<file path="config.mk">
export PLATFORM = sky130hd
export DESIGN_NAME = spi_cmd_frontend
export DESIGN_NICKNAME = d
export VERILOG_FILES = /design/src/rtl/spi_cmd_pkg.sv /design/src/rtl/spi_sync_chain.sv /design/src/rtl/spi_cmd_decode.sv /design/src/rtl/spi_resp_mux.sv /design/src/rtl/spi_cmd_frontend.sv
export SDC_FILE = /design/constraint.sdc
export NUM_CORES = 1
export LEC_CHECK = 0
export ABC_AREA = 1
export BUFFER_PORTS_ARGS = -buffer_cell sky130_fd_sc_hd__buf_4
export CORE_MARGIN = 2
export CORE_UTILIZATION = 45
export CTS_CLUSTER_SIZE = 12
export DETAILED_ROUTE_END_ITERATION = 12
export GPL_ROUTABILITY_DRIVEN = 0
export PLACE_DENSITY = 0.71
export SLEW_MARGIN = 20
export SYNTH_ARGS = -nofsm -noshare
export SYNTH_HDL_FRONTEND = slang
export SYNTH_SLANG_ARGS = --single-unit
</file>
<file path="constraint.sdc">
create_clock -name clk -period 1.6 [get_ports clk]
set_input_delay 0 -clock clk [delete_from_list [all_inputs] [get_ports clk]]
set_output_delay 0 -clock clk [all_outputs]
set_load 0.02 [all_outputs]
</file>
<file path="src/rtl/spi_cmd_pkg.sv">
package spi_cmd_pkg;

    localparam int CTRL_W  = 8;
    localparam int DATA_W  = 8;
    localparam int FRAME_W = CTRL_W + DATA_W;
    localparam int NIB_W   = CTRL_W / 2;
    localparam int CNT_W   = $clog2(FRAME_W + 2);

    // operation nibble (upper half of the control byte)
    localparam logic [NIB_W-1:0] OP_DIAG = 4'b0000;
    localparam logic [NIB_W-1:0] OP_RDBK = 4'b1100;
    localparam logic [NIB_W-1:0] OP_ECHO = 4'b1010;
    localparam logic [NIB_W-1:0] OP_OR   = 4'b0011;
    localparam logic [NIB_W-1:0] OP_AND  = 4'b1111;

    // bank nibble (lower half of the control byte)
    localparam logic [NIB_W-1:0] BANK_LO = '0;
    localparam logic [NIB_W-1:0] BANK_HI = '1;

    typedef enum logic [1:0] {
        ST_IDLE  = 2'd0,
        ST_SHIFT = 2'd1,
        ST_ECHO  = 2'd2
    } frame_st_t;

    typedef enum logic [2:0] {
        CK_BAD  = 3'd0,
        CK_DIAG = 3'd1,
        CK_RDBK = 3'd2,
        CK_ECHO = 3'd3,
        CK_OR   = 3'd4,
        CK_AND  = 3'd5
    } cmd_kind_t;

    typedef enum logic [1:0] {
        RK_ZERO = 2'd0,
        RK_DIAG = 2'd1,
        RK_RDBK = 2'd2
    } resp_kind_t;

endpackage

</file>
<file path="src/rtl/spi_sync_chain.sv">
module spi_sync_chain #(
    parameter int               WIDTH   = 1,
    parameter int               STAGES  = 2,
    parameter logic [WIDTH-1:0] RST_VAL = '0
) (
    input  logic             clk,
    input  logic             rst_n,
    input  logic [WIDTH-1:0] d,
    output logic [WIDTH-1:0] q
);

    logic [WIDTH-1:0] stg [STAGES];

    for (genvar g = 0; g < STAGES; g++) begin : g_stage
        if (g == 0) begin : g_first
            always_ff @(posedge clk or negedge rst_n) begin
                if (!rst_n) stg[0] <= RST_VAL;
                else        stg[0] <= d;
            end
        end else begin : g_next
            always_ff @(posedge clk or negedge rst_n) begin
                if (!rst_n) stg[g] <= RST_VAL;
                else        stg[g] <= stg[g-1];
            end
        end
    end

    assign q = stg[STAGES-1];

endmodule

</file>
<file path="src/rtl/spi_cmd_decode.sv">
module spi_cmd_decode
    import spi_cmd_pkg::*;
(
    input  logic [CTRL_W-1:0] ctrl,
    output cmd_kind_t         kind,
    output logic              bank
);

    logic [NIB_W-1:0] op_nib;
    logic [NIB_W-1:0] bank_nib;
    logic             bank_ok;

    assign op_nib   = ctrl[CTRL_W-1:NIB_W];
    assign bank_nib = ctrl[NIB_W-1:0];
    assign bank_ok  = (bank_nib == BANK_LO) || (bank_nib == BANK_HI);
    assign bank     = (bank_nib == BANK_HI);

    always_comb begin
        kind = CK_BAD;
        if (bank_ok) begin
            unique case (op_nib)
                OP_DIAG: kind = CK_DIAG;
                OP_RDBK: kind = CK_RDBK;
                OP_ECHO: kind = CK_ECHO;
                OP_OR:   kind = CK_OR;
                OP_AND:  kind = CK_AND;
                default: kind = CK_BAD;
            endcase
        end
    end

endmodule

</file>
<file path="src/rtl/spi_resp_mux.sv">
module spi_resp_mux
    import spi_cmd_pkg::*;
(
    input  resp_kind_t         kind,
    input  logic               bank,
    input  logic [FRAME_W-1:0] diag_lo,
    input  logic [FRAME_W-1:0] diag_hi,
    input  logic [DATA_W-1:0]  par_in,
    input  logic [FRAME_W-1:0] fault_ok,
    output logic [FRAME_W-1:0] word
);

    logic [DATA_W-1:0] fault_byte;

    assign fault_byte = bank ? fault_ok[FRAME_W-1:DATA_W] : fault_ok[DATA_W-1:0];

    always_comb begin
        unique case (kind)
            RK_DIAG: word = bank ? diag_hi : diag_lo;
            RK_RDBK: word = {par_in, fault_byte};
            default: word = '0;
        endcase
    end

endmodule

</file>
<file path="src/rtl/spi_cmd_frontend.sv">
module spi_cmd_frontend
    import spi_cmd_pkg::*;
#(
    parameter int SYNC_STAGES = 2
) (
    input  logic               clk,
    input  logic               rst_n,
    input  logic               sclk,
    input  logic               cs_n,
    input  logic               si,
    output logic               so,
    output logic               so_oe,
    input  logic [DATA_W-1:0]  par_in,
    input  logic [FRAME_W-1:0] diag_lo,
    input  logic [FRAME_W-1:0] diag_hi,
    input  logic [FRAME_W-1:0] fault_ok,
    output logic               cmd_stb,
    output logic               cmd_bank,
    output logic               cmd_and,
    output logic [DATA_W-1:0]  cmd_data
);

    localparam logic [CNT_W-1:0] CNT_FULL = CNT_W'(FRAME_W);
    localparam logic [CNT_W-1:0] CNT_SAT  = CNT_W'(FRAME_W + 1);

    // pin synchronization: {cs_n, sclk, si}
    logic [2:0] pin_s;
    logic       cs_s, sclk_s, si_s;
    logic       cs_prev, sclk_prev;
    logic       cs_fall, cs_rise, sclk_rise, sclk_fall;

    spi_sync_chain #(
        .WIDTH  (3),
        .STAGES (SYNC_STAGES),
        .RST_VAL(3'b100)
    ) u_sync (
        .clk  (clk),
        .rst_n(rst_n),
        .d    ({cs_n, sclk, si}),
        .q    (pin_s)
    );

    assign cs_s   = pin_s[2];
    assign sclk_s = pin_s[1];
    assign si_s   = pin_s[0];

    always_ff @(posedge clk or negedge rst_n) begin
        if (!rst_n) begin
            cs_prev   <= 1'b1;
            sclk_prev <= 1'b0;
        end else begin
            cs_prev   <= cs_s;
            sclk_prev <= sclk_s;
        end
    end

    assign cs_fall   =  cs_prev   & ~cs_s;
    assign cs_rise   = ~cs_prev   &  cs_s;
    assign sclk_rise = ~sclk_prev &  sclk_s;
    assign sclk_fall =  sclk_prev & ~sclk_s;

    // frame state
    frame_st_t        state_q, state_d;
    logic [FRAME_W-1:0] sh_q;
    logic             so_q;
    logic [CNT_W-1:0] cnt_q;
    resp_kind_t       rk_q;
    logic             rbank_q;
    logic             echo_arm_q;

    // decode of the received control byte
    cmd_kind_t dec_kind;
    logic      dec_bank;

    spi_cmd_decode u_dec (
        .ctrl(sh_q[FRAME_W-1:DATA_W]),
        .kind(dec_kind),
        .bank(dec_bank)
    );

    // response word chosen by the previous command
    logic [FRAME_W-1:0] resp_word;

    spi_resp_mux u_resp (
        .kind    (rk_q),
        .bank    (rbank_q),
        .diag_lo (diag_lo),
        .diag_hi (diag_hi),
        .par_in  (par_in),
        .fault_ok(fault_ok),
        .word    (resp_word)
    );

    // state register
    always_ff @(posedge clk or negedge rst_n) begin
        if (!rst_n) state_q <= ST_IDLE;
        else        state_q <= state_d;
    end

    // next-state logic
    always_comb begin
        state_d = state_q;
        unique case (state_q)
            ST_IDLE: begin
                if (cs_fall) state_d = echo_arm_q ? ST_ECHO : ST_SHIFT;
            end
            ST_SHIFT: begin
                if (cs_rise) state_d = ST_IDLE;
            end
            ST_ECHO: begin
                if (cs_rise) state_d = ST_IDLE;
            end
            default: state_d = ST_IDLE;
        endcase
    end

    // datapath and outputs
    always_ff @(posedge clk or negedge rst_n) begin
        if (!rst_n) begin
            sh_q       <= '0;
            so_q       <= 1'b0;
            cnt_q      <= '0;
            rk_q       <= RK_ZERO;
            rbank_q    <= 1'b0;
            echo_arm_q <= 1'b0;
            cmd_stb    <= 1'b0;
            cmd_bank   <= 1'b0;
            cmd_and    <= 1'b0;
            cmd_data   <= '0;
        end else begin
            cmd_stb <= 1'b0;
            unique case (state_q)
                ST_IDLE: begin
                    if (cs_fall) begin
                        sh_q       <= resp_word;
                        so_q       <= resp_word[FRAME_W-1];
                        cnt_q      <= '0;
                        echo_arm_q <= 1'b0;
                    end
                end
                ST_SHIFT: begin
                    if (cs_rise) begin
                        rk_q <= RK_ZERO;
                        if (cnt_q == CNT_FULL) begin
                            unique case (dec_kind)
                                CK_DIAG: begin
                                    rk_q    <= RK_DIAG;
                                    rbank_q <= dec_bank;
                                end
                                CK_RDBK: begin
                                    rk_q    <= RK_RDBK;
                                    rbank_q <= dec_bank;
                                end
                                CK_ECHO: begin
                                    echo_arm_q <= 1'b1;
                                end
                                CK_OR, CK_AND: begin
                                    rk_q     <= RK_DIAG;
                                    rbank_q  <= dec_bank;
                                    cmd_stb  <= 1'b1;
                                    cmd_bank <= dec_bank;
                                    cmd_and  <= (dec_kind == CK_AND);
                                    cmd_data <= sh_q[DATA_W-1:0];
                                end
                                default: rk_q <= RK_ZERO;
                            endcase
                        end
                    end else begin
                        if (sclk_fall) begin
                            sh_q <= {sh_q[FRAME_W-2:0], si_s};
                            if (cnt_q != CNT_SAT) cnt_q <= cnt_q + 1'b1;
                        end
                        if (sclk_rise) so_q <= sh_q[FRAME_W-1];
                    end
                end
                ST_ECHO: begin
                    if (cs_rise) rk_q <= RK_ZERO;
                end
                default: rk_q <= RK_ZERO;
            endcase
        end
    end

    assign so    = (state_q == ST_ECHO) ? si_s : so_q;
    assign so_oe = (state_q != ST_IDLE);

endmodule

</file>
Word level (Yosys, flattened, before mapping)
Cells that the tools add are included.
- register bits after elaboration: 47
- output and inout bits: 13
- ROM bits: 0
- logic and storage cells: 105
- memories kept: 0
- bits in latches: 0
- bits in writable memories: 0
- bits of input ports: 61
- shifts and indexed selects: 0
- divide/modulo/power cells: 0
- $mul: 0
- $add $sub $neg: 1
- equal/unequal tests: 26
- bitwise operators: 9
- reduce and logical (&&, ||, !) cells: 18
- multiplexer cells: 36
- order comparisons: 0
- operator list (operator ; number):
    2-to-1 mux 16 bit ; 4
    one-hot mux 16 bit (2 select lines) ; 2
    2-to-1 mux 5 bit ; 4
    == test 4 bit (second input constant) ; 4
    != test 2 bit (second input constant) ; 8
    AND reduction 4 bit ; 4
    one-hot mux 3 bit (5 select lines) ; 1
    2-to-1 mux 1 bit ; 12
    2-to-1 mux 2 bit ; 5
    one-hot mux 5 bit (2 select lines) ; 1
    AND reduction 5 bit ; 2
    logical NOT 4 bit ; 2
    2-to-1 mux 8 bit ; 1
    one-hot mux 2 bit (2 select lines) ; 2
    == test 3 x 2 -> 1 bit (second input constant) ; 2
    == test 3 bit (second input constant) ; 2
    one-hot mux 2 bit (3 select lines) ; 1
    adder 5 x 1 -> 5 bit (second input constant) ; 1
    == test 5 bit (second input constant) ; 1
    != test 5 bit (second input constant) ; 1
    inverter 1 bit ; 5
    bitwise AND 1 bit ; 4
    == test 2 x 1 -> 1 bit (second input constant) ; 2
    == test 2 bit (second input constant) ; 2
    13 further kinds ; 17

Longest topological paths before layout
Gate-level depths: netlist of the first run.
- depth after elaboration: 9
- gate-level depth with buffers: 12
- gate-level depth less buffers: 12

Hierarchy
From an unflattened synthesis of the first run, not the netlist that was laid out.
- cells, all modules: 459
- area total of the unflattened synthesis: 3174.3 um^2
- modules (own cells, without submodules) (module ; instances ; area each (um^2) ; cells each ; sequential area each (um^2)):
    spi_cmd_frontend ; 1 ; 2172.1 ; 261 ; 1027.2
    spi_resp_mux ; 1 ; 711.9 ; 160 ; 0.0
    spi_sync_chain ; 1 ; 175.2 ; 9 ; 152.6
    spi_cmd_decode ; 1 ; 115.1 ; 29 ; 0.0

Worst setup path before layout of the first run
Ideal clock, no wire load.
- path type: reg-to-reg
- from: register state_q[1]
- to: register sh_q[3]
- path buffers: 2
- arrival time: 1.492 ns
- stages on the path, launching flop included: 12
- period minus slack after synthesis: 1.609 ns
- data required time: 1.482 ns
- setup time: 0.118 ns
- path slack: -0.009 ns
- cells stage by stage: dfrtp_1 > inv_1 > ha_1 > buf_6 > clkinv_2 > a21oi_1 > or2_4 > nor2_8 > buf_6 > o21ai_1 > a21oi_1 > nor2_1
- cells in the longest elaborated chain, start to end: 3
- elaborated cells between the ends (all ways): 8
- classes of those cells: eq/ne (4); mux (1); reduce/logical (3)
- ends and longest elaborated chain (what ; RTL line ; source):
    start: declaration ; spi_cmd_frontend.sv:63 ; frame_st_t state_q, state_d;
    start signal: assignment ; spi_cmd_frontend.sv:97 ; else state_q <= state_d;
    == test 2 x 1 -> 1 bit / logical NOT 2 bit (equally long branches) ; spi_cmd_frontend.sv:132 ; unique case (state_q)
    != test 2 bit (no line) / nonzero test 2 bit (equally long branches) ; -- ;
    AND reduction 4 bit (no line) ; -- ;
    end signal: assignment ; spi_cmd_frontend.sv:135 ; sh_q <= resp_word;
    end signal: assignment ; spi_cmd_frontend.sv:170 ; sh_q <= {sh_q[FRAME_W-2:0], si_s};
    end: declaration ; spi_cmd_frontend.sv:64 ; logic [FRAME_W-1:0] sh_q;
Parallel ways exist; a longest one is shown, timed or not.
A chain may end at the register's enable or synchronous reset.

Worst setup path in the final report of the first run
- from: register state_q[1]
- to: register cnt_q[2]
- cells in the longest elaborated chain, start to end: 3
- elaborated cells between the ends (all ways): 9
- classes of those cells: eq/ne (5); mux (1); reduce/logical (3)
- ends and longest elaborated chain (what ; RTL line ; source):
    == test 2 x 1 -> 1 bit / logical NOT 2 bit (equally long branches) ; spi_cmd_frontend.sv:132 ;
    != test 2 bit (no line) / nonzero test 2 bit (equally long branches) ; -- ;
    AND reduction 5 bit (no line) ; -- ;
    end signal: assignment ; spi_cmd_frontend.sv:171 ; if (cnt_q != CNT_SAT) cnt_q <= cnt_q + 1'b1;
    end: declaration ; spi_cmd_frontend.sv:66 ; logic [CNT_W-1:0] cnt_q;
Parallel ways exist; a longest one is shown, timed or not.

==> impl_metrics.yaml, run 1 <==
timing:
  clock.fmax_mhz: 598.9
  tightest_slew_ns: 0.5881
  tns_ns: -0.9922
  fin_crit_sh: 1.044
  maxSlewViolCount: 0
  rsz0062_at_grt: "true"
  max-slew-margin-rel: 0.6080
  setup_ws_ns: -0.06973
  finalSetupViolCount: 30
  min_period_ns: 1.670
  finalHoldViolCount: 0
  fin_skew_ns: 0.01206
status:
  violations: "setup timing"
  status: "complete, but fails checks"
clock_tree:
  path_clk_slew_ns: 0.08
  htreeDepth: 2
  cts_root_buffer: "clkbuf_8"
  insertion_delay_ns: 0.31
  tritoncts: "yes"
  clockBufferDepth: 2
  clock_sinks: 47
  cts-buffers-inserted: 5
grt:
  overflow: 0
  grt_max_degree: 48
  track_usage: 0.2204
  grt_pass1_wl_mm: 11.14
  grt_pass1_vias: 2544
  antenna_found_initial: 0
pwr:
  leakage_nw: 1.885
  finalPower_mw: 5.474
  ir_drop_mv: 0.7726
  p_per_area_nw_per_um2: 1424
placement:
  portBuffers: 73
  postPlaceCellArea_sq_um: 3415
  place_hpwl_mm: 4.875
detailed_routing:
  drc: 0
  firstDrtPassIters: 4
  viasPerCell: 5.041
  routedWlPerCell_um: 13.34
  drt_wl_total_mm: 7.082
  drt_iter0_markers: 114
  vias: 2677
  antenna_left: 0
floorplanning:
  die_area_sq_um: 6551
  core_sq_um: 5816
  io_pins: 74
  std_cell_rows: 28
  die_w_um: 80.94
  die_h_um: 80.94
  initial_core_util: 0.4580
critical_path:
  crit_path_max_incr_delay_ns: 0.37
  slowest_stage: "dfrtp_1"
  rr_endpoint: "cnt_q[2]$_DFFE_PN0P_"
  rrSetupSlack_ns: -0.07
  start_kind: "flip-flop"
  reg2regPathDepth: 9
  r2r_start: "state_q[1]$_DFFE_PN0P_"
  critPathRequiredTime_ns: 1.83
  path_class: "flip-flop to flip-flop"
  cp_top_family: "simple AND/OR/NAND/NOR gates"
  path_max_fanout: 5
  endpoint_kind: "flip-flop"
  cp_num_buf_inv: 3
  worstPathCellList: "inv_2, ha_4, clkinv_4, a21oi_2, or2_4, nor3_4, buf_12, nand4_1, o21ai_1"
  arrival_ns: 1.90
logic_synthesis:
  synth_seq_area_share: 0.4429
  yosys_warnings: 0
  avgSynthCellArea_sq_um: 7.504
  synth_area_sq_um: 2664
  synthTopCellsByArea: "dfrtp_1 41%, nand2_1 10%, o21ai_0 9.6%"
  synth_fp_nets: 424
  async_flop_share: 1.000
  syn_inst: 355
  synth_top_area_cell: "dfrtp_1"
  ys_types: 27
  synth.most_common_cell: "nand2_1"
  synth.top_cells.by_count: "73 x nand2_1, 61 x nor2_1, 51 x o21ai_0"
  synth_edf_count: 0
  ys_seq_elements: 47
  synth-main-ff-cell: "dfrtp_1"
  synth.top_cell.area_share: 0.4133
layout:
  design_area_sq_um: 3844
  n_fill_cell: 494
  layout-drive-gt1-share: 0.3246
  nets: 524
  antenna_cells: 0
  fin_util: 0.6609
  area_delta_synth_final_pct: 44.29
min_path:
  hold_path_class: "input pin to flip-flop"
  hold_depth: 5
  min_from: "par_in[6]"
  hold_path_end: "sh_q[14]$_DFFE_PN0P_"
job:
  cap_violations: 0
## how the worst max path moves through the flow
stage	start	end	slack, ns	cells after the start
floorplan	state_q[1]$_DFFE_PN0P_	sh_q[3]$_DFFE_PN0P_	0.008	10
global placement	state_q[0]$_DFFE_PN0P_	sh_q[14]$_DFFE_PN0P_	0.003	8
detailed placement	state_q[0]$_DFFE_PN0P_	sh_q[13]$_DFFE_PN0P_	-0.08	8
CTS	state_q[0]$_DFFE_PN0P_	sh_q[13]$_DFFE_PN0P_	-0.08	8
global route	state_q[0]$_DFFE_PN0P_	sh_q[12]$_DFFE_PN0P_	-0.15	8
finish	state_q[1]$_DFFE_PN0P_	cnt_q[2]$_DFFE_PN0P_	-0.07	9
## worst reg2reg max path: cells and delay by family (launching register included)
family | cells | cell delay (ns)
fa+ha+maj | 1 | 0.18
simple gates | 3 | 0.62
flops | 1 | 0.37
compound gates | 2 | 0.12
buf+inv | 3 | 0.30
## logic make-up (layout without fill, tap and decap cells)
| kind of cell | count (synthesis) | after routing | share of synthesized area |
|---|---|---|---|
| AO/OA/AOI/OAI | 89 | 89 | 0.1813 |
| XOR/XNOR | 2 | 2 | 0.006577 |
| adder cells (fa/ha/maj) | 8 | 8 | 0.03758 |
| buffers and inverters | 55 | 155 | 0.08924 |
| flip-flops | 47 | 47 | 0.4429 |
| multiplexers | 1 | 1 | 0.004227 |
| AND/OR/NAND/NOR | 153 | 154 | 0.2381 |
## report_power, final
part	leakage (nW)	internal, mW	switching [mW]
clock network	0.0482	0.349	0.391
registers	0.595	1.50	0.264
logic	1.24	1.43	1.54
total	1.88	3.28	2.19
## metrics by stage
stage	setup slack (ns)	hold slack (ns)	std cells
6_report	-0.06973	0.08418	531
5_1_grt	-0.1542	0.1075	531
4_1_cts	-0.07616	0.07927	523
3_5_place_dp	-0.08475	0.04455	503
3_3_place_gp	0.002693	0.03944	503
2_1_floorplan	0.007898	-0.2956	355
## placed cells by master, fill, tap and decap left out, types with 9 or more instances in the layout
cell	count
nor2_1	56
inv_1	34
a31oi_1	9
buf_4	92
o21ai_0	44
dfrtp_1	44
nand2_1	70
o21ai_1	9
o22ai_1	11
## routing by layer
metal	share of wire	GRT usage	vias to the layer above
met5	0	0	-
met4	0.017	0.08136	0
met3	0.037	0.03556	14
met2	0.52	0.3835	57
met1	0.43	0.2759	1250
li1	-	-	1356
## state kept, by name, summed over array words and instances, names as in the netlist
| name | count |
|---|---|
| sh_q | 16 |
| cmd_data | 8 |
| cnt_q | 5 |
| u_sync.q | 3 |
| u_sync.stg | 3 |
| rk_q | 2 |
| state_q | 2 |
| cmd_and | 1 |
| cmd_bank | 1 |
| cmd_stb | 1 |
| cs_prev | 1 |
| echo_arm_q | 1 |
| rbank_q | 1 |
| sclk_prev | 1 |
| so_q | 1 |
## repair_timing
action	4_1_cts	5_1_grt
hold buffers	4	0
endpoints found under the setup margin	22	36
buffers inserted	6	8
hold endpoints to repair	47	0
pin swaps	6	4
cloned	2	1
gates resized for setup	15	21
## area by class of cell
type	instances	area, sq um	share of cell area
clock inverters	1	5.005	0.001302
flip-flops and latches	47	1180	0.3070
well taps	75	93.84	0.02441
inverters	40	155.1	0.04036
clock buffers	7	86.33	0.02246
repair buffers	107	938.4	0.2441
multi-input cells	254	1385	0.3604
Power figures use the tool's default switching activity.
==> run 2: changes to the inputs <==
Settings changed: PLACE_DENSITY 0.71 to 0.68.
Clock period 1.6 ns to 1.55 ns, I/O delays scaled along.
==> run 2 against run 1 <==
- the run still ends with setup timing left
- worst hold slack about the same
- register-to-register slack worse by 0.07 ns
- routed wire length fell by 2.4%
- clock skew down 0.0065 ns
- cell area fell by 1.8%
- clock power fell by 4.7%
- flip-flop and latch count did not move
- sequential share of layout area up 0.57 points
- count of clock-buffer cells in the layout unchanged
- critical endpoint is now sh_q[5]$_DFFE_PN0P_
- highest routed layer unchanged
==> impl_metrics.yaml, run 2 (same netlist as run 1, synthesis figures left out) <==
status:
  status: "complete, but fails checks"
  violations: "setup timing"
layout:
  layout-drive-gt1-share: 0.3230
  antenna_cells: 0
  fin_util: 0.6489
  largest_register: "sh_q"
  nets: 520
  area_delta_synth_final_pct: 41.66
  final_cell_mix: "87 x buf_4, 71 x nand2_1, 55 x nor2_1"
  final_common_cell: "buf_4"
  design_area_sq_um: 3774
  largestRegisters: "sh_q: 16 flops, cmd_data: 8 flops, cnt_q: 5 flops"
  largest_register_ffs: 16
placement:
  place_hpwl_mm: 4.872
  postPlaceCellArea_sq_um: 3432
  portBuffers: 73
critical_path:
  path_max_fanout: 6
  critPathRequiredTime_ns: 1.75
  arrival_ns: 1.89
  start_kind: "flip-flop"
  r2r_start: "state_q[1]$_DFFE_PN0P_"
  reg2regPathDepth: 9
  path_class: "flip-flop to flip-flop"
  rr_endpoint: "sh_q[5]$_DFFE_PN0P_"
  endpoint_kind: "flip-flop"
  rrSetupSlack_ns: -0.14
grt:
  grt_pass1_wl_mm: 10.96
  busiest_layer: "met2"
  grtUsageMet3: 0.04000
  track_usage: 0.2154
  grt_pass1_vias: 2496
  grtUsageMet2: 0.4050
  overflow: 0
  grt_max_degree: 48
  antenna_found_initial: 0
  met1_usage: 0.2463
detailed_routing:
  drt_iter0_markers: 79
  antenna_left: 0
  routedWlPerCell_um: 13.11
  vias: 2633
  drt_wl_total_mm: 6.910
  drc: 0
  viasPerCell: 4.996
  firstDrtPassIters: 4
clock_tree:
  path_clk_slew_ns: 0.08
  insertion_delay_ns: 0.30
  clock_sinks: 47
  tritoncts: "yes"
  clockBufferDepth: 2
  cts-buffers-inserted: 5
  htreeDepth: 2
  cts_root_buffer: "clkbuf_8"
floorplanning:
  die_area_sq_um: 6551
  core_sq_um: 5816
  io_pins: 74
  die_h_um: 80.94
  die_w_um: 80.94
  initial_core_util: 0.4580
  std_cell_rows: 28
pwr:
  finalPower_mw: 5.377
  p_per_area_nw_per_um2: 1425
  leakage_nw: 1.844
  ir_drop_mv: 0.9470
timing:
  tightest_slew_ns: 0.5938
  maxSlewViolCount: 0
  setup_ws_ns: -0.1393
  fin_skew_ns: 0.005575
  max-slew-margin-rel: 0.6041
  fin_crit_sh: 1.090
  finalSetupViolCount: 23
  rsz0062_at_grt: "true"
  finalHoldViolCount: 0
  clock.fmax_mhz: 592.0
  min_period_ns: 1.689
min_path:
  hold_path_end: "sh_q[9]$_DFFE_PN0P_"
  hold_depth: 5
  min_from: "par_in[1]"
  hold_path_class: "input pin to flip-flop"
job:
  cap_violations: 0
==> run 2: cell count changes in the layout (fill, tap and decap cells not counted), sizes merged <==
| cell | before | now |
|---|---|---|
| clkbuf | 8 | 7 |
| buf | 102 | 100 |
| nor2 | 63 | 62 |
==> run 2: worst max path at each step <==
| stage | startpoint | end |
|---|---|---|
| after floorplan | state_q[1]$_DFFE_PN0P_ | sh_q[3]$_DFFE_PN0P_ |
| after CTS | state_q[1]$_DFFE_PN0P_ | sh_q[2]$_DFFE_PN0P_ |
| after global routing | state_q[1]$_DFFE_PN0P_ | sh_q[3]$_DFFE_PN0P_ |
| after global placement | state_q[0]$_DFFE_PN0P_ | cnt_q[2]$_DFFE_PN0P_ |
| after detailed placement | state_q[0]$_DFFE_PN0P_ | cnt_q[0]$_DFFE_PN0P_ |
| final | state_q[1]$_DFFE_PN0P_ | sh_q[5]$_DFFE_PN0P_ |
==> run 2: area by class of cell <==
type | instances | area [sq um]
Tap cell | 75 | 93.84
Multi-Input combinational cell | 253 | 1380
Clock inverter | 1 | 5.005
Timing Repair Buffer | 104 | 883.3
Inverter | 40 | 155.1
Clock buffer | 7 | 76.32
Sequential cell | 47 | 1180
Fill cell | 519 | 2042
==> run 2: report_power, final <==
group,switching (mW),internal (mW),leakage [nW]
clock,0.388,0.317,0.0422
sequential,0.269,1.55,0.595
combinational,1.51,1.34,1.21
total,2.17,3.20,1.84
==> run 2: stage by stage <==
| stage | worst slack (ns) | setup TNS [ns] | hold WS, ns | cells |
|---|---|---|---|---|
| finish | -0.1393 | -1.751 | 0.08384 | 527 |
| global route | -0.2133 | -4.463 | 0.09772 | 527 |
| global placement | -0.04595 | -0.4128 | 0.04285 | 505 |
| detailed placement | -0.08952 | -1.229 | 0.04622 | 505 |
| CTS | -0.07235 | -0.8677 | 0.08367 | 523 |
| floorplan | -0.03333 | -0.1666 | -0.2956 | 355 |
==> run 2: timing repair <==
action / 4_1_cts / 5_1_grt
endpoints found under the hold margin: 47 / 0
gates cloned: 0 / 0
buffers inserted: 6 / 4
hold buffers: 4 / 0
pin swaps: 4 / 9
endpoints found under the setup margin: 22 / 38
resized for setup: 12 / 32
==> run 2: per-layer routing <==
metal	wire length [um]	part of all wire
met1	2905	0.42
met5	0	0
met4	144	0.021
met3	236	0.034
met2	3624	0.52
==> run 2: worst max-delay path, cell delays in order, from the launching register on <==
cell	delay, ns
dfrtp_1	0.41
inv_2	0.11
ha_4	0.20
nor2_4	0.05
or2_4	0.29
nor2_8	0.15
buf_6	0.15
o21ai_2	0.05
a21oi_1	0.11
nor2_1	0.05
==> run 3: changes to the inputs <==
Settings changed: CELL_PAD_IN_SITES_DETAIL_PLACEMENT set to 1, CELL_PAD_IN_SITES_GLOBAL_PLACEMENT set to 1, CORE_UTILIZATION 45 to 37, PLACE_DENSITY 0.68 to 0.77.
==> run 3 against run 2 <==
- the flow still finishes with violations (setup timing)
- final cell count increased by 7.0%
- count of clock-buffer cells in the layout unchanged
- sequential power hardly changed
- via count rose by 12%
- register-to-register slack got worse by 0.12 ns
- critical path depth stayed put
- setup slack worse by 0.12 ns
- clock skew is 0.0050 ns higher
- largest cell class unchanged
- largest power group unchanged
==> impl_metrics.yaml, run 3 (same netlist as run 1, synthesis figures left out) <==
min_path:
  hold_depth: 5
  hold_path_end: "sh_q[12]$_DFFE_PN0P_"
  hold_path_class: "input pin to flip-flop"
  min_from: "par_in[4]"
clock_tree:
  clockBufferDepth: 2
  cts_root_buffer: "clkbuf_8"
  path_clk_slew_ns: 0.09
  clock_sinks: 47
  tritoncts: "yes"
  cts-buffers-inserted: 5
  htreeDepth: 2
  insertion_delay_ns: 0.31
critical_path:
  start_kind: "flip-flop"
  cp_num_buf_inv: 2
  arrival_ns: 2.02
  slowest_stage: "dfrtp_1"
  rr_endpoint: "sh_q[7]$_DFFE_PN0P_"
  path_class: "flip-flop to flip-flop"
  endpoint_kind: "flip-flop"
  crit_path_max_incr_delay_ns: 0.45
  reg2regPathDepth: 9
  cp_top_family: "simple AND/OR/NAND/NOR gates"
  path_max_fanout: 7
  rrSetupSlack_ns: -0.26
  r2r_start: "state_q[0]$_DFFE_PN0P_"
  critPathRequiredTime_ns: 1.76
  path_depth: 9
  worstPathCellList: "inv_2, ha_4, nor2_4, or2_4, nor2_8, buf_6, o21ai_1, a21oi_1, nor2_1"
grt:
  grt_pass1_vias: 3053
  antenna_found_initial: 0
  grt_pass1_wl_mm: 14.70
  grt_max_degree: 48
  overflow: 0
  track_usage: 0.2426
layout:
  antenna_cells: 0
  final_cell_mix: "95 x buf_4, 57 x nor2_1, 55 x nand2_1"
  fin_util: 0.6002
  n_fill_cell: 826
  regArea_sq_um: 1180
  largest_register: "sh_q"
  final_common_cell: "buf_4"
  fin_cells: 564
  largestRegisters: "sh_q: 16 flops, cmd_data: 8 flops, cnt_q: 5 flops"
  area_delta_synth_final_pct: 54.77
  nets: 536
  multi_input_area_sq_um: 1485
  layout-drive-gt1-share: 0.3846
  largest_register_ffs: 16
  design_area_sq_um: 4123
pwr:
  combPwrFrac: 0.556
  p_per_area_nw_per_um2: 1415
  p_int_mw: 3.337
  finalPower_mw: 5.835
  p_sw_mw: 2.498
  leakage_nw: 2.015
  p_seq_frac: 0.315
  ir_drop_mv: 0.5896
  power_frac_clock: 0.129
  netSwitchingFraction: 0.4281
floorplanning:
  std_cell_rows: 30
  initial_core_util: 0.3878
  core_sq_um: 6869
  die_h_um: 88.85
  io_pins: 74
  die_w_um: 88.85
  die_area_sq_um: 7894
timing:
  fin_skew_ns: 0.01053
  fin_crit_sh: 1.166
  maxSlewViolCount: 0
  max-slew-margin-rel: 0.5922
  rsz0062_at_grt: "true"
  finalHoldViolCount: 0
  tightest_slew_ns: 0.6117
  min_period_ns: 1.807
  clock.fmax_mhz: 553.3
  finalSetupViolCount: 36
  tns_ns: -6.661
  setup_ws_ns: -0.2574
placement:
  place_hpwl_mm: 6.157
  postPlaceCellArea_sq_um: 3501
  dpl.cell_count: 530
  portBuffers: 73
detailed_routing:
  wl_met2_mm: 5.471
  firstDrtPassIters: 4
  viasPerCell: 5.216
  routedWlPerCell_um: 18.16
  highest_layer: "met4"
  antenna_left: 0
  wl_met1_mm: 4.130
  drt_iter0_markers: 92
  vias: 2942
  drc: 0
  wl_met3_um: 303
  drt_wl_total_mm: 10.24
status:
  status: "complete, but fails checks"
  violations: "setup timing"
job:
  cap_violations: 0
run 3: cell types whose count changed in the layout (fill, tap and decap cells not counted), moves of 6 or more:
| cell | before | now |
|---|---|---|
| nand2_4 | 0 | 10 |
| buf_4 | 87 | 95 |
| o21ai_1 | 4 | 11 |
| nand2_1 | 71 | 55 |
| nand2_2 | 2 | 8 |
| o21ai_0 | 44 | 36 |
run 3: stage by stage:
stage	worst slack [ns]	hold slack, ns
after CTS	-0.1356	0.08538
after floorplan	-0.03333	-0.2956
after detailed placement	-0.2040	0.04820
final	-0.2574	0.08053
after global routing	-0.3264	0.1180
after global placement	-0.07900	0.04583
run 3: worst max path at each step:
stage	from	endpoint	slack, ns
after detailed placement	state_q[0]$_DFFE_PN0P_	sh_q[11]$_DFFE_PN0P_	-0.20
final	state_q[0]$_DFFE_PN0P_	sh_q[7]$_DFFE_PN0P_	-0.26
after global placement	state_q[0]$_DFFE_PN0P_	sh_q[15]$_DFFE_PN0P_	-0.08
after CTS	state_q[1]$_DFFE_PN0P_	sh_q[3]$_DFFE_PN0P_	-0.14
after floorplan	state_q[1]$_DFFE_PN0P_	sh_q[3]$_DFFE_PN0P_	-0.03
after global routing	state_q[1]$_DFFE_PN0P_	echo_arm_q$_DFFE_PN0P_	-0.33
run 3: final cells by class:
class | instances | share of cell area
clock inverters | 1 | 0.001214
clock buffers | 7 | 0.01851
flip-flops and latches | 47 | 0.2862
well taps | 96 | 0.02914
multi-input cells | 253 | 0.3602
inverters | 40 | 0.04127
repair buffers | 120 | 0.2634
run 3: timing repair:
item                                    CTS  global route
resized for setup                        30            62
hold endpoints to repair                 47             0
buffers inserted                         11             8
hold buffers                              4             0
gates cloned                              2             3
endpoints found under the setup margin   32            38
pin swaps                                 6            13
run 3: worst register-to-register path: cells and delay by family (launching register included):
family,cells,cell delay (ns)
buffers and inverters,2,0.30
AOI/OAI and AO/OA,2,0.21
and+or+nand+nor,4,0.55
adders and majority gates,1,0.20
DFF,1,0.45
run 3: power by group through the flow:
stage / Clock [mW] / Sequential, mW / Combinational (mW)
final: 0.754 / 1.84 / 3.24
after global routing: 0.816 / 1.88 / 3.51
after CTS: 0.751 / 1.82 / 2.79
after detailed placement: 0 / 1.84 / 2.38
after global placement: 0 / 1.82 / 2.25
after floorplan: 0 / 1.75 / 1.62
run 3: layer usage:
layer  GRT usage  vias to the layer above
met5           0                        -
met4     0.07438                        0
met1      0.2931                     1480
met2      0.4403                       60
li1            -                     1377
met3     0.03825                       25
